**config.mk**
```make
export PLATFORM = sky130hd
export DESIGN_NAME = bitslice_lsu
export DESIGN_NICKNAME = d
export VERILOG_FILES = /design/src/rtl/lsu_pkg.sv /design/src/rtl/lsu_cell.sv /design/src/rtl/lsu_spill.sv /design/src/rtl/bitslice_lsu.sv
export SDC_FILE = /design/constraint.sdc
export NUM_CORES = 1
export LEC_CHECK = 0
export BUFFER_PORTS_ARGS = -buffer_cell sky130_fd_sc_hd__buf_2
export CAP_MARGIN = 0
export CORE_AREA = 2 2 39 41
export DETAILED_ROUTE_END_ITERATION = 8
export DIE_AREA = 0 0 41 43
export PLACE_DENSITY_LB_ADDON = 0.08
export SYNTH_ARGS = -nofsm -noshare
export SYNTH_HDL_FRONTEND = slang
export SYNTH_SLANG_ARGS = --single-unit
```
**constraint.sdc**
```tcl
create_clock -name vclk -period 1
set_input_delay 0.05 -clock vclk [all_inputs]
set_output_delay 0.05 -clock vclk [all_outputs]
set_load 0.005 [all_outputs]
```
**src/rtl/lsu_pkg.sv**
```systemverilog
package lsu_pkg;

  localparam int unsigned SEL_W = 3;

  typedef enum logic [SEL_W-1:0] {
    FN_AND  = 3'b000,
    FN_OR   = 3'b001,
    FN_INV  = 3'b010,
    FN_COPY = 3'b011,
    FN_SHL  = 3'b100,
    FN_SHR  = 3'b101,
    FN_RSV6 = 3'b110,
    FN_RSV7 = 3'b111
  } lsu_fn_e;

endpackage

```
**src/rtl/lsu_cell.sv**
```systemverilog
// One bit of the unit: selects among own-bit logic and neighbour bits.
module lsu_cell
  import lsu_pkg::*;
(
  input  logic    a_bit,
  input  logic    b_bit,
  input  logic    a_from_lo,   // operand-A bit of the next lower cell (or 0 at the end)
  input  logic    a_from_hi,   // operand-A bit of the next higher cell (or 0 at the end)
  input  lsu_fn_e fn,
  output logic    f_bit
);

  always_comb begin
    unique case (fn)
      FN_AND:  f_bit = a_bit & b_bit;
      FN_OR:   f_bit = a_bit | b_bit;
      FN_INV:  f_bit = ~a_bit;
      FN_COPY: f_bit = a_bit;
      FN_SHL:  f_bit = a_from_lo;
      FN_SHR:  f_bit = a_from_hi;
      default: f_bit = 1'b0;
    endcase
  end

endmodule

```
**src/rtl/lsu_spill.sv**
```systemverilog
// Picks the bit leaving the word during a shift.
module lsu_spill
  import lsu_pkg::*;
(
  input  logic    top_bit,
  input  logic    bottom_bit,
  input  lsu_fn_e fn,
  output logic    spill
);

  always_comb begin
    unique case (fn)
      FN_SHL:  spill = top_bit;
      FN_SHR:  spill = bottom_bit;
      default: spill = 1'b0;
    endcase
  end

endmodule

```
**src/rtl/bitslice_lsu.sv**
```systemverilog
module bitslice_lsu
  import lsu_pkg::*;
#(
  parameter int unsigned WIDTH = 4
) (
  input  logic [WIDTH-1:0] a_i,
  input  logic [WIDTH-1:0] b_i,
  input  logic [SEL_W-1:0] op_i,
  output logic [WIDTH-1:0] f_o,
  output logic             spill_o
);

  localparam int unsigned MSB = WIDTH - 1;

  lsu_fn_e fn;
  assign fn = lsu_fn_e'(op_i);

  // Neighbour links; the word ends feed a zero serial-in.
  logic [WIDTH-1:0] lo_link;
  logic [WIDTH-1:0] hi_link;

  for (genvar i = 0; i < WIDTH; i++) begin : g_slice
    if (i == 0) begin : g_lo_end
      assign lo_link[i] = 1'b0;
    end else begin : g_lo_mid
      assign lo_link[i] = a_i[i-1];
    end

    if (i == MSB) begin : g_hi_end
      assign hi_link[i] = 1'b0;
    end else begin : g_hi_mid
      assign hi_link[i] = a_i[i+1];
    end

    lsu_cell u_cell (
      .a_bit     (a_i[i]),
      .b_bit     (b_i[i]),
      .a_from_lo (lo_link[i]),
      .a_from_hi (hi_link[i]),
      .fn        (fn),
      .f_bit     (f_o[i])
    );
  end

  lsu_spill u_spill (
    .top_bit    (a_i[MSB]),
    .bottom_bit (a_i[0]),
    .fn         (fn),
    .spill      (spill_o)
  );

endmodule

```
==> out/results.ini <==
[floorplanning]
ios=16
die_width_um=41
initial_core_util=0.173
die_h_um=43
core_um2=1380
num_rows=14
die_area_um2=1760

[layout]
fin_nets=67
fillCellCount=177
regArea_um2=0
drive_gt1_frac=0.537
layout_commonest_cell=buf_2
stdcell_area_um2=393
syn_to_final_growth_pct=64.4
layout_common_cells=buf_2, buf_4, a21oi_1
instances_no_fill=70
clkbuf_count=0
final_core_util=0.284
multi_input_comb_area_um2=200
antennaDiodeCount=0
nFlopsAndLatches=0

[global_routing]
grt_max_degree=11
antenna_found_initial=0
grt.total_usage=0.0899
grt_pass1_wl_um=1210
grt-ovfl-total=0
grt_pass1_vias=305

[pwr]
internal_power_mw=0.0953
clockPowerShare=0
seq_power_share=0
ir_worst_vdd_uv=121
cellPowerDensity_nw_per_um2=420
swShare=0.423
static-leakage-power_nw=0.192
p_switching_mw=0.0698
p_total_mw=0.165
pwr-share-comb=1.000

[worst_setup_path]
cp_cell_sequence=buf_8, inv_2, a311o_1, o21ai_1, o211a_1, buf_2
worstPathArrival_ns=0.92
worstSetupStartpointType=input pin
worstSetupEndpointType=output pin
slowest_stage=a311o_1
cp.required_ns=0.95
cp_max_fo=3
cp_slowest_stage_delay_ns=0.37
path_class=input pin to output pin

[route]
via_per_inst=4.69
wl_met2_um=346
drc_errors=0
route.detailed.wl_per_inst_um=10.4
met1Wirelength_um=330
top_layer_used=met3
ant_nets=0
vias=328
drt-initial-drc-count=2
finalWirelength_um=725
firstDrtPassIters=2
wl_met3_um=48

[flow_run]
drv_cap=0

[clocking]
cts-hold-fix-buffers=0

[sta]
hold_violations=0
whs_ns=0.393
fmax_mhz=1030
rsz0062_at_grt=yes
slew_headroom=0.844
finalMaxSlewViolations=0
finalCriticalPeriod_ns=0.974
tightest_slew_ns=0.234
finalCritPeriodShare=0.974
finalSetupViolations=0

[place]
placedCellCount=68
hpwl_um=615
place_congestion=0.667
port_buffers=16
placed_cell_area_um2=335

[worst_hold_path]
hp-class=input pin to output pin

[logic_synthesis]
synthDistinctLibCells=22
netlist_instances=36
ys_seq_area_frac=0
ys.warnings.count=0
syn-num-nets=47
syn_area_per_cell_um2=6.64
synth_area_um2=239

[run_status]
outcome=complete, no violations

-- metal layers --
metal	up-vias	GRT usage
met2	9	0.150
met3	0	0
met1	150	0.133
met5	-	0
met4	0	0
li1	169	-
-- Yosys cell counts --
| master | number | area share |
|---|---|---|
| and2b_2 | 1 | 0.037 |
| nand2_1 | 2 | 0.031 |
| inv_1 | 1 | 0.016 |
| or2b_1 | 1 | 0.031 |
| nand2b_1 | 2 | 0.052 |
| nor2b_1 | 1 | 0.026 |
| a211o_1 | 1 | 0.037 |
| buf_6 | 1 | 0.047 |
| o22ai_1 | 2 | 0.052 |
| nand3b_1 | 1 | 0.031 |
| mux2i_1 | 1 | 0.042 |
| a311o_1 | 1 | 0.042 |
| nor3_1 | 1 | 0.021 |
| nor2_1 | 3 | 0.047 |
| nor2_2 | 1 | 0.026 |
| a221oi_1 | 1 | 0.037 |
| o21ai_1 | 1 | 0.021 |
| o211a_1 | 2 | 0.084 |
| o21ai_0 | 2 | 0.042 |
| a21oi_1 | 4 | 0.084 |
| o32ai_1 | 1 | 0.037 |
| buf_4 | 5 | 0.16 |
-- path summary, 6_finish.rpt --
kind,from,endpoint,depth (start not counted)
min,op_i[2],f_o[2],3
max,a_i[2],f_o[1],6
-- power groups by stage --
stage / logic (mW) / registers, mW / clock network (mW)
after global placement: 0.141 / 0 / 0
final: 0.165 / 0 / 0
after detailed placement: 0.143 / 0 / 0
after CTS: 0.152 / 0 / 0
after global routing: 0.184 / 0 / 0
after floorplan: 0.0940 / 0 / 0
-- kinds of logic (layout without fill, tap and decap cells) --
group / after synthesis / after routing / synth area share
AOI/OAI and AO/OA: 15 / 15 / 0.435
muxes: 1 / 1 / 0.0419
buffers and inverters: 7 / 25 / 0.220
and+or+nand+nor: 13 / 13 / 0.304
-- worst max-delay path: cells and delay by family --
family	cells	cell delay, ns
buf+inv	3	0.20
compound gates	3	0.67
-- repair_timing --
action / in CTS / in global routing
setup endpoints to repair: 2 / 3
setup buffers: 0 / 2
pin swaps: 4 / 3
resized for setup: 6 / 8
-- metrics by stage --
| step | TNS [ns] | worst slack [ns] |
|---|---|---|
| after CTS | 0 | 0.0206 |
| final | 0 | 0.0257 |
| after global routing | -0.0757 | -0.0480 |
| after global placement | -0.102 | -0.0552 |
| after floorplan | 0 | 0.0503 |
| after detailed placement | -0.181 | -0.104 |
-- cell type report --
cell class | instances | share of cell area
inverter | 1 | 0.00955
timing repair buffer | 24 | 0.430
tap | 16 | 0.0510
multi-input combinational | 29 | 0.510
No activity file was read; power rests on OpenSTA's default activity.
